[src/rtl/dram_pkg.sv]
package dram_pkg;
  typedef enum logic [2:0] {
    OP_NOP  = 3'd0,
    OP_COL  = 3'd1,
    OP_PAGE = 3'd2,
    OP_AXIS = 3'd3,
    OP_MIR  = 3'd4
  } dram_op_e;
endpackage

[src/rtl/dram_addr.sv]
module dram_addr #(
  parameter int NUM_COLS  = 20,
  parameter int NUM_PAGES = 4,
  parameter int CW        = 5,
  parameter int PW        = 2
) (
  input  logic          clk_i,
  input  logic          rst_ni,
  input  logic          ld_col_i,
  input  logic          ld_page_i,
  input  logic          set_axis_i,
  input  logic          set_mir_i,
  input  logic [7:0]    arg_i,
  input  logic          step_i,
  output logic [CW-1:0] col_o,
  output logic [PW-1:0] page_o,
  output logic [CW-1:0] col_step_o,
  output logic [PW-1:0] page_step_o,
  output logic          axis_page_o,
  output logic          mir_o
);
  localparam logic [CW-1:0] COL_LAST  = CW'(NUM_COLS - 1);
  localparam logic [PW-1:0] PAGE_LAST = PW'(NUM_PAGES - 1);

  logic [7:0] col_mod, page_mod;

  assign col_mod     = arg_i % 8'(NUM_COLS);
  assign page_mod    = arg_i % 8'(NUM_PAGES);
  assign col_step_o  = (col_o == COL_LAST) ? '0 : col_o + 1'b1;
  assign page_step_o = (page_o == PAGE_LAST) ? '0 : page_o + 1'b1;

  always_ff @(posedge clk_i or negedge rst_ni) begin
    if (!rst_ni) begin
      col_o       <= '0;
      page_o      <= '0;
      axis_page_o <= 1'b0;
      mir_o       <= 1'b0;
    end else begin
      if (ld_col_i)   col_o       <= col_mod[CW-1:0];
      if (ld_page_i)  page_o      <= page_mod[PW-1:0];
      if (set_axis_i) axis_page_o <= arg_i[0];
      if (set_mir_i)  mir_o       <= arg_i[0];
      if (step_i) begin
        if (axis_page_o) page_o <= page_step_o;
        else             col_o  <= col_step_o;
      end
    end
  end
endmodule

[src/rtl/dram_array.sv]
module dram_array #(
  parameter int NUM_COLS  = 20,
  parameter int NUM_PAGES = 4,
  parameter int CW        = 5,
  parameter int PW        = 2
) (
  input  logic          clk_i,
  input  logic          we_i,
  input  logic [PW-1:0] w_page_i,
  input  logic [CW-1:0] w_col_i,
  input  logic [7:0]    w_data_i,
  input  logic [PW-1:0] h_page_i,
  input  logic [CW-1:0] h_col_i,
  output logic [7:0]    h_data_o,
  input  logic [PW-1:0] s_page_i,
  input  logic [CW-1:0] s_col_i,
  input  logic          s_ok_i,
  output logic [7:0]    s_data_o
);
  localparam int DEPTH = NUM_COLS * NUM_PAGES;
  localparam int AW    = $clog2(DEPTH);

  logic [7:0] mem [DEPTH];
  logic [AW-1:0] w_idx, h_idx, s_idx;

  assign w_idx = AW'(w_page_i) * AW'(NUM_COLS) + AW'(w_col_i);
  assign h_idx = AW'(h_page_i) * AW'(NUM_COLS) + AW'(h_col_i);
  assign s_idx = AW'(s_page_i) * AW'(NUM_COLS) + AW'(s_col_i);

  always_ff @(posedge clk_i) begin
    if (we_i) mem[w_idx] <= w_data_i;
  end

  assign h_data_o = mem[h_idx];
  assign s_data_o = s_ok_i ? mem[s_idx] : 8'h00;
endmodule

[src/rtl/dram_rdpipe.sv]
module dram_rdpipe (
  input  logic       clk_i,
  input  logic       rst_ni,
  input  logic       arm_i,
  input  logic       rd_i,
  input  logic [7:0] word_i,
  output logic [7:0] data_o,
  output logic       valid_o,
  output logic       dummy_o
);
  logic [7:0] lat_q;

  always_ff @(posedge clk_i or negedge rst_ni) begin
    if (!rst_ni) begin
      lat_q   <= '0;
      data_o  <= '0;
      valid_o <= 1'b0;
      dummy_o <= 1'b1;
    end else begin
      valid_o <= 1'b0;
      if (arm_i) dummy_o <= 1'b1;
      if (rd_i) begin
        data_o  <= lat_q;
        valid_o <= ~dummy_o;
        lat_q   <= word_i;
        dummy_o <= 1'b0;
      end
    end
  end
endmodule

[src/rtl/dram_port.sv]
module dram_port
  import dram_pkg::*;
#(
  parameter int NUM_COLS  = 20,
  parameter int NUM_PAGES = 4,
  parameter int CW        = (NUM_COLS > 1) ? $clog2(NUM_COLS) : 1,
  parameter int PW        = (NUM_PAGES > 1) ? $clog2(NUM_PAGES) : 1
) (
  input  logic          clk_i,
  input  logic          rst_ni,
  input  logic          serial_mode_i,
  input  logic          cmd_valid_i,
  input  logic [2:0]    cmd_op_i,
  input  logic [7:0]    cmd_arg_i,
  input  logic          wr_i,
  input  logic [7:0]    wr_data_i,
  input  logic          rd_i,
  output logic [7:0]    rd_data_o,
  output logic          rd_valid_o,
  input  logic [PW-1:0] scan_page_i,
  input  logic [CW-1:0] scan_seg_i,
  output logic [7:0]    scan_data_o
);
  logic acc_wr, acc_rd, ld_col, ld_page, set_axis, set_mir;
  logic [CW-1:0] col_q, col_step, h_col, s_col;
  logic [PW-1:0] page_q, page_step, h_page;
  logic axis_q, mir_q, dummy_q, step, s_ok;
  logic [7:0] h_word;

  // priority: command > write > read
  assign acc_wr   = wr_i & ~cmd_valid_i;
  assign acc_rd   = rd_i & ~cmd_valid_i & ~wr_i & ~serial_mode_i;
  assign ld_col   = cmd_valid_i & (cmd_op_i == OP_COL);
  assign ld_page  = cmd_valid_i & (cmd_op_i == OP_PAGE);
  assign set_axis = cmd_valid_i & (cmd_op_i == OP_AXIS);
  assign set_mir  = cmd_valid_i & (cmd_op_i == OP_MIR);
  assign step     = acc_wr | (acc_rd & ~dummy_q);

  dram_addr #(.NUM_COLS(NUM_COLS), .NUM_PAGES(NUM_PAGES), .CW(CW), .PW(PW)) u_addr (
    .clk_i, .rst_ni,
    .ld_col_i(ld_col), .ld_page_i(ld_page), .set_axis_i(set_axis), .set_mir_i(set_mir),
    .arg_i(cmd_arg_i), .step_i(step),
    .col_o(col_q), .page_o(page_q), .col_step_o(col_step), .page_step_o(page_step),
    .axis_page_o(axis_q), .mir_o(mir_q)
  );

  // latch refill: dummy fetches current address, valid read fetches stepped one
  always_comb begin
    h_col  = col_q;
    h_page = page_q;
    if (!dummy_q) begin
      if (axis_q) h_page = page_step;
      else        h_col  = col_step;
    end
  end

  assign s_ok  = (scan_seg_i <= CW'(NUM_COLS - 1));
  assign s_col = mir_q ? CW'(NUM_COLS - 1) - scan_seg_i : scan_seg_i;

  dram_array #(.NUM_COLS(NUM_COLS), .NUM_PAGES(NUM_PAGES), .CW(CW), .PW(PW)) u_mem (
    .clk_i,
    .we_i(acc_wr), .w_page_i(page_q), .w_col_i(col_q), .w_data_i(wr_data_i),
    .h_page_i(h_page), .h_col_i(h_col), .h_data_o(h_word),
    .s_page_i(scan_page_i), .s_col_i(s_col), .s_ok_i(s_ok), .s_data_o(scan_data_o)
  );

  dram_rdpipe u_rd (
    .clk_i, .rst_ni,
    .arm_i(ld_col | ld_page), .rd_i(acc_rd), .word_i(h_word),
    .data_o(rd_data_o), .valid_o(rd_valid_o), .dummy_o(dummy_q)
  );
endmodule

[config.mk]
export PLATFORM = sky130hd
export DESIGN_NAME = dram_port
export DESIGN_NICKNAME = d
export VERILOG_FILES = /design/src/rtl/dram_pkg.sv /design/src/rtl/dram_addr.sv /design/src/rtl/dram_array.sv /design/src/rtl/dram_rdpipe.sv /design/src/rtl/dram_port.sv
export SDC_FILE = /design/constraint.sdc
export NUM_CORES = 1
export LEC_CHECK = 0
export BUFFER_PORTS_ARGS = -buffer_cell sky130_fd_sc_hd__buf_2
export CORE_MARGIN = 2
export CORE_UTILIZATION = 34
export CTS_CLUSTER_SIZE = 10
export DETAILED_ROUTE_END_ITERATION = 6
export PLACE_DENSITY_LB_ADDON = 0.12
export SYNTH_ARGS = -nofsm -noshare
export SYNTH_HDL_FRONTEND = slang
export SYNTH_SLANG_ARGS = --single-unit
[constraint.sdc]
create_clock -name clk_i -period 3.85 [get_ports clk_i]
set_input_delay 0.1925 -clock clk_i [delete_from_list [all_inputs] [get_ports clk_i]]
set_output_delay 0.1925 -clock clk_i [all_outputs]
set_load 0.01 [all_outputs]
; Word level (Yosys, flattened, before mapping)
; Memory sizes are Yosys's and may differ from the RTL's. A register that Yosys moved wholly into a read port is not among the register bits.
; Index checks and enable logic that the tools add are counted.
[totals]
latch_bits = 0
romBits = 0
wordCells = 61
mem_count = 1
ff_bits = 19
ramBits = 640
[memory_table]
columns = memory, depth, word_bits, rd, rd_ports_with_merged_regs, write_ports, line_no
row1 = u_mem.mem, 80, 8, 2, 1, 1, dram_array.sv:23  ; logic [7:0] mem [DEPTH];
[op_classes]
n_mul = 3
n_eq_ne = 6
bitwise_logic = 15
reduce_logical = 2
n_shift = 0
n_mux = 19
div_mod_pow = 1
n_addsub = 6
magnitude_cmp = 1
[ops]
columns = operator, count
row1 = $mux W5, 7
row2 = $add A7 B5 Y7, 3
row3 = $mul A2 B3 Y5 const B, 3
row4 = $mux W2, 6
row5 = $and A1 B1 Y1, 9
row6 = $mod A8 B5 Y8 const B, 1
row7 = $mux W8, 1
row8 = $eq A3 B2 Y1 const B, 2
row9 = $add A5 B1 Y5 const B, 1
row10 = $eq A5 B5 Y1 const B, 1
row11 = $le A5 B5 Y1 const B, 1
row12 = $mux W1, 5
row13 = $sub A5 B5 Y5 const A, 1
row14 = $not A1 Y1, 4
row15 = $eq A3 B1 Y1 const B, 1
row16 = $eq A3 B3 Y1 const B, 1
row17 = $add A2 B1 Y2 const B, 1
row18 = $eq A2 B2 Y1 const B, 1
row19 = $or A1 B1 Y1, 2
row20 = $reduce_bool A2 Y1, 1
row21 = $logic_not A1 Y1, 1

; Longest topological paths before layout
[depth]
ltp_word = 7
depth_mapped = 14
mapped_depth_nobuf = 13

; Hierarchy
; A second synthesis with hierarchy kept.
[hier_totals]
cells_unflattened = 1713
area_unflattened_um2 = 32165.8
[modules_own_cells]
columns = mod, n_inst, seq_area_each_um2, cells_each, area_each_um2
row1 = dram_array, 1, 19218.4, 1521, 30240.3
row2 = dram_addr, 1, 225.2, 124, 957.2
row3 = dram_rdpipe, 1, 451.7, 38, 709.4
row4 = dram_port, 1, 0.0, 30, 259.0

; Least setup slack after synthesis
; Ideal clock, no wire load.
[synth_timing]
kind = register to register
from = register u_addr.axis_page_o
to = register u_rd.lat_q[0], read port of u_mem.mem
arrival_ps = 3427
n_path_buf = 2
required_time_ps = 3784
setup_ps = 66
path_stages_with_launch = 15
setup_slack_ps = 358
synth_period_minus_slack_ps = 3492
path_cell_list = dfrtp_1 -> buf_2 -> nor2_1 -> a21oi_1 -> a31o_2 -> ha_1 -> fa_1 -> clkinv_1 -> nor2_1 -> nand2_1 -> clkbuf_1 -> o221ai_1 -> a21oi_1 -> a311oi_1 -> o31a_1
[synth_between]
elab_chain_cells = 4
word_cells_on_any_way = 6
classes_between = add/sub (1) / mul (1) / mux (4)
[synth_rtl]
columns = element, line_no
row1 = from (decl), dram_addr.sv:19  ; output logic axis_page_o,
row2 = from (signal assigned), dram_addr.sv:41  ; if (set_axis_i) axis_page_o <= arg_i[0];
row3 = $mux W2, dram_port.sv:52  ; if (axis_q) h_page = page_step;
row4 = $mux W2, dram_port.sv:51  ; if (!dummy_q) begin
row5 = $mul A2 B3 Y5, dram_array.sv:27  ; assign h_idx = AW'(h_page_i) * AW'(NUM_COLS) + AW'(h_col_i);
row6 = $add A7 B5 Y7 *, dram_array.sv:27
row7 = to (decl), dram_rdpipe.sv:11  ; logic [7:0] lat_q;
; Mark *: on every way between the ends. The rest lies on a longest branch, timed or not.
; A chain may end at the register's enable or synchronous reset.

; Worst setup path in the final report
[layout_timing]
from = register u_addr.mir_o
to = output scan_data_o[7]
[layout_between]
elab_chain_cells = 4
[layout_rtl]
columns = element, line_no
row1 = from (decl), dram_addr.sv:20  ; output logic mir_o
row2 = from (signal assigned), dram_addr.sv:42  ; if (set_mir_i) mir_o <= arg_i[0];
row3 = $mux W5, dram_port.sv:58  ; assign s_col = mir_q ? CW'(NUM_COLS - 1) - scan_seg_i : scan_seg_i;
row4 = $add A7 B5 Y7, dram_array.sv:28  ; assign s_idx = AW'(s_page_i) * AW'(NUM_COLS) + AW'(s_col_i);
row5 = $mem_v2 Z80 W8, n/a
row6 = $mux W8, dram_array.sv:35  ; assign s_data_o = s_ok_i ? mem[s_idx] : 8'h00;
row7 = to (decl), dram_port.sv:22  ; output logic [7:0] scan_data_o
; No other way between the ends.

==> flow_summary_export.csv <==
group,metric,value,unit
power,ir_worst_vdd,0.0005449,V
timing,hold_viol,0,
routing,routed_wl,112800,um
floorplanning,die_y,312.3,um
timing,slew-limit-headroom,0.1751,
yosys,netlist_area,32330,um2
yosys,synth_top_family_by_area,"multiplexers",
min_path,hold_path_class,"in2reg",
routing,drc_errors,0,
global_route,grt_pass1_wl,159000,um
global_route,track_usage,0.2298,
yosys,avgSynthCellArea,16.25,um2
routing,post_drt_via_cell_ratio,5.857,
yosys,synth_flop_cell,"edfxtp_1",
cts,cts_root_buf,"clkbuf_16",
routing,wl_per_cell,31.88,um
global_route,antenna_found_initial,1,
floorplanning,initial_core_util,0.3418,
global_route,grt_max_degree,81,
floorplanning,fp.dieW,312.3,um
power,switching_share,0.4102,
yosys,syn_inst,1989,
yosys,synthXorXnorAreaFrac,0.004258,
setup_path,path_class,"reg2out",
power,p_int,17730,uW
timing,min_period,3.794,ns
yosys,synth_seq_cells,667,
placed_design,routabilityCongestion,0.9462,
placed_design,place_hpwl,78780,um
power,power_density,784.4,nW/um2
timing,tightest_slew,1.237,ns
cells_and_area,layout.cells.non_filler,3538,
routing,num_vias,20722,
yosys,synth_edf_count,640,
timing,rsz0062_at_grt,"true",
timing,clock_skew,0.02628,ns
yosys,synth_compound_area_frac,0.04815,
setup_path,endpoint_kind,"output port",
placed_design,portBuffers,48,
setup_path,crit_required,3.66,ns
cts,cts_buffer_depth,3,
timing,setup_violations,0,
setup_path,arrival,3.60,ns
cts,worstSkewPairLatency,0.65,ns
cts,cts_tree,"built",
floorplanning,rows,113,
timing,fin_ws,0.05562,ns
yosys,yosysWarnings,0,
setup_path,worstPathMaxFanout,16,
timing,period_share,0.9856,
timing,drv_slew,0,
cells_and_area,syn_to_final_growth,18.56,%
power,sequentialPowerShare,0.282,
power,power_switching,12330,uW
cts,path_clk_slew,0.06,ns
power,p_clk_frac,0.225,
yosys,synthSimpleGateAreaFrac,0.06619,
routing,dr.pass1.iters,6,
cells_and_area,drive_gt1_frac,0.2985,
timing,setup-tns-final,0,ns
yosys,synthAdderAreaFrac,0.006503,
global_route,first_global_vias,20711,
cts,cts_buffers,80,
floorplanning,coreArea,94590,um2
status,status,"finished clean",
power,combPwrFrac,0.493,
setup_path,cp-start-kind,"register",
power,p_leak,0.01288,uW
global_route,overflow,0,
routing,first_iter_violations,2509,
yosys,synth-async-reset-ratio,0.04048,
routing,drtAntennaViolNets,0,
cts,cts_sinks,667,
floorplanning,die_area,97560,um2
cts,htreeDepth,3,
yosys,ys_seq_area_frac,0.6155,
run,maxCapViolCount,0,
yosys,netlist-cell-type-count,69,
placed_design,dp_cells,3391,
yosys,synth_mux_area_frac,0.2377,
placed_design,pre_cts_ws,0.1874,ns
cells_and_area,final_nets,2280,
floorplanning,io_pins,49,
yosys,synth.net_count,2036,
timing,fmaxAchievable,263.5,MHz
==> critical path, cell delays in order, from the launching register on <==
cell	delay (ns)
dfrtp_2	0.44
buf_6	0.15
o21ai_2	0.16
inv_1	0.08
fa_2	0.68
buf_12	0.22
mux4_2	0.26
mux2i_1	0.10
buf_4	0.18
a211oi_1	0.41
buf_2	0.22
==> metal layers <==
layer,vias to the layer above,share of wire,GRT usage
li1,8631,-,-
met1,11094,0.44,0.3277
met2,829,0.47,0.3671
met3,168,0.065,0.03291
met4,0,0.027,0.06676
met5,-,0,0
==> sequential cells by signal, summed over array words and instances, names as in the netlist <==
| name | flops |
|---|---|
| u_addr.axis_page_o | 1 |
| u_addr.col_o | 5 |
| u_addr.mir_o | 1 |
| u_addr.page_o | 2 |
| u_mem.mem | 640 |
| u_rd.data_o | 8 |
| u_rd.dummy_o | 1 |
| u_rd.lat_q | 8 |
| u_rd.valid_o | 1 |
==> power groups by stage <==
stage                     logic [uW]  clock network, uW  registers [uW]
final                          14800               6770            8480
after global routing           15400               7180            8490
after CTS                      14600               6920            8460
after detailed placement       14400                  0            8610
after global placement         14400                  0            8600
after floorplan                 7710                  0            8540
==> path summary, 6_finish.rpt <==
check | start | end | slack (ns) | depth (start not counted)
min in group asynchronous | rst_ni | u_rd.data_o[3]$_DFFE_PN0P_ | 0.13 | 2
worst max-delay path | u_addr.mir_o$_DFFE_PN0P_ | scan_data_o[7] | 0.06 | 10
worst min-delay path | serial_mode_i | u_rd.data_o[2]$_DFFE_PN0P_ | 0.05 | 5
worst max register to register | u_addr.col_o[0]$_DFF_PN0_ | u_rd.lat_q[7]$_DFFE_PN0P_ | 0.19 | 8
max in group asynchronous | rst_ni | u_addr.mir_o$_DFFE_PN0P_ | 3.23 | 2
worst min register to register | u_rd.data_o[6]$_DFFE_PN0P_ | u_rd.data_o[6]$_DFFE_PN0P_ | 0.47 | 2
==> layout make-up <==
cell class	instances	area [um2]
antenna	2	5.005
clock buffer	101	2081
clock inverter	19	188.9
fill	8520	56260
inverter	13	48.80
multi-input combinational	1178	11880
sequential	667	19900
tap	1265	1583
timing repair buffer	293	2649
==> cell usage in the layout (no fill, tap or decap), types with 12 or more instances in the layout <==
cell       instances
a21oi_1           30
a22oi_1           21
a31oi_1           22
a32oi_1           20
buf_12            38
buf_2             48
buf_4            193
clkbuf_1          21
clkbuf_16         81
dfrtp_1           25
edfxtp_1         640
inv_1             12
mux2i_1          176
mux4_2           261
nand2_1          196
nand3_1           91
nand4_1           19
nor2_1           124
o211ai_1          13
o21ai_0           24
o22ai_1           21
==> synth_stat cells, types with 20 or more instances <==
cell      instances  area [um2]
buf_2            48       240.2
dfrtp_1          26       650.6
nand2_1         198       743.2
a22oi_1          21       157.7
o22ai_1          21       131.4
edfxtp_1        640       19220
o21ai_0          26       130.1
clkbuf_1         53       198.9
a21oi_1          31       155.2
mux4_2          261        5878
a31oi_1          22       137.6
nand3_1          91       455.4
mux2i_1         176        1762
nor2_1          130       488.0
a32oi_1          20       175.2
==> kinds of logic (layout without fill, tap and decap cells) <==
kind of cell | count (synthesis) | after routing
buffers and inverters | 144 | 426
AO/OA/AOI/OAI | 221 | 221
adder cells (fa/ha/maj) | 15 | 15
flip-flops | 667 | 667
XOR/XNOR | 14 | 14
other | 0 | 2
AND/OR/NAND/NOR | 487 | 487
multiplexers | 441 | 441
==> repair_timing <==
item	4_1_cts	5_1_grt
hold buffers	7	0
gates cloned	3	1
hold endpoints to repair	34	0
endpoints found under the setup margin	8	15
gates resized for setup	19	7
pin swaps	5	7
buffers inserted	8	8
==> through the flow <==
stage | power (uW) | instance area, um2 | util | hold slack (ns)
after global routing | 31080 | 38320 | 0.4051 | 0.07010
after detailed placement | 22970 | 35650 | 0.3769 | 0.2698
after CTS | 30020 | 38260 | 0.4045 | 0.01109
final | 30060 | 38330 | 0.4052 | 0.05015
after global placement | 22960 | 35650 | 0.3769 | 0.2663
after floorplan | 16250 | 32330 | - | -0.1031
Power figures use the tool's default switching activity.
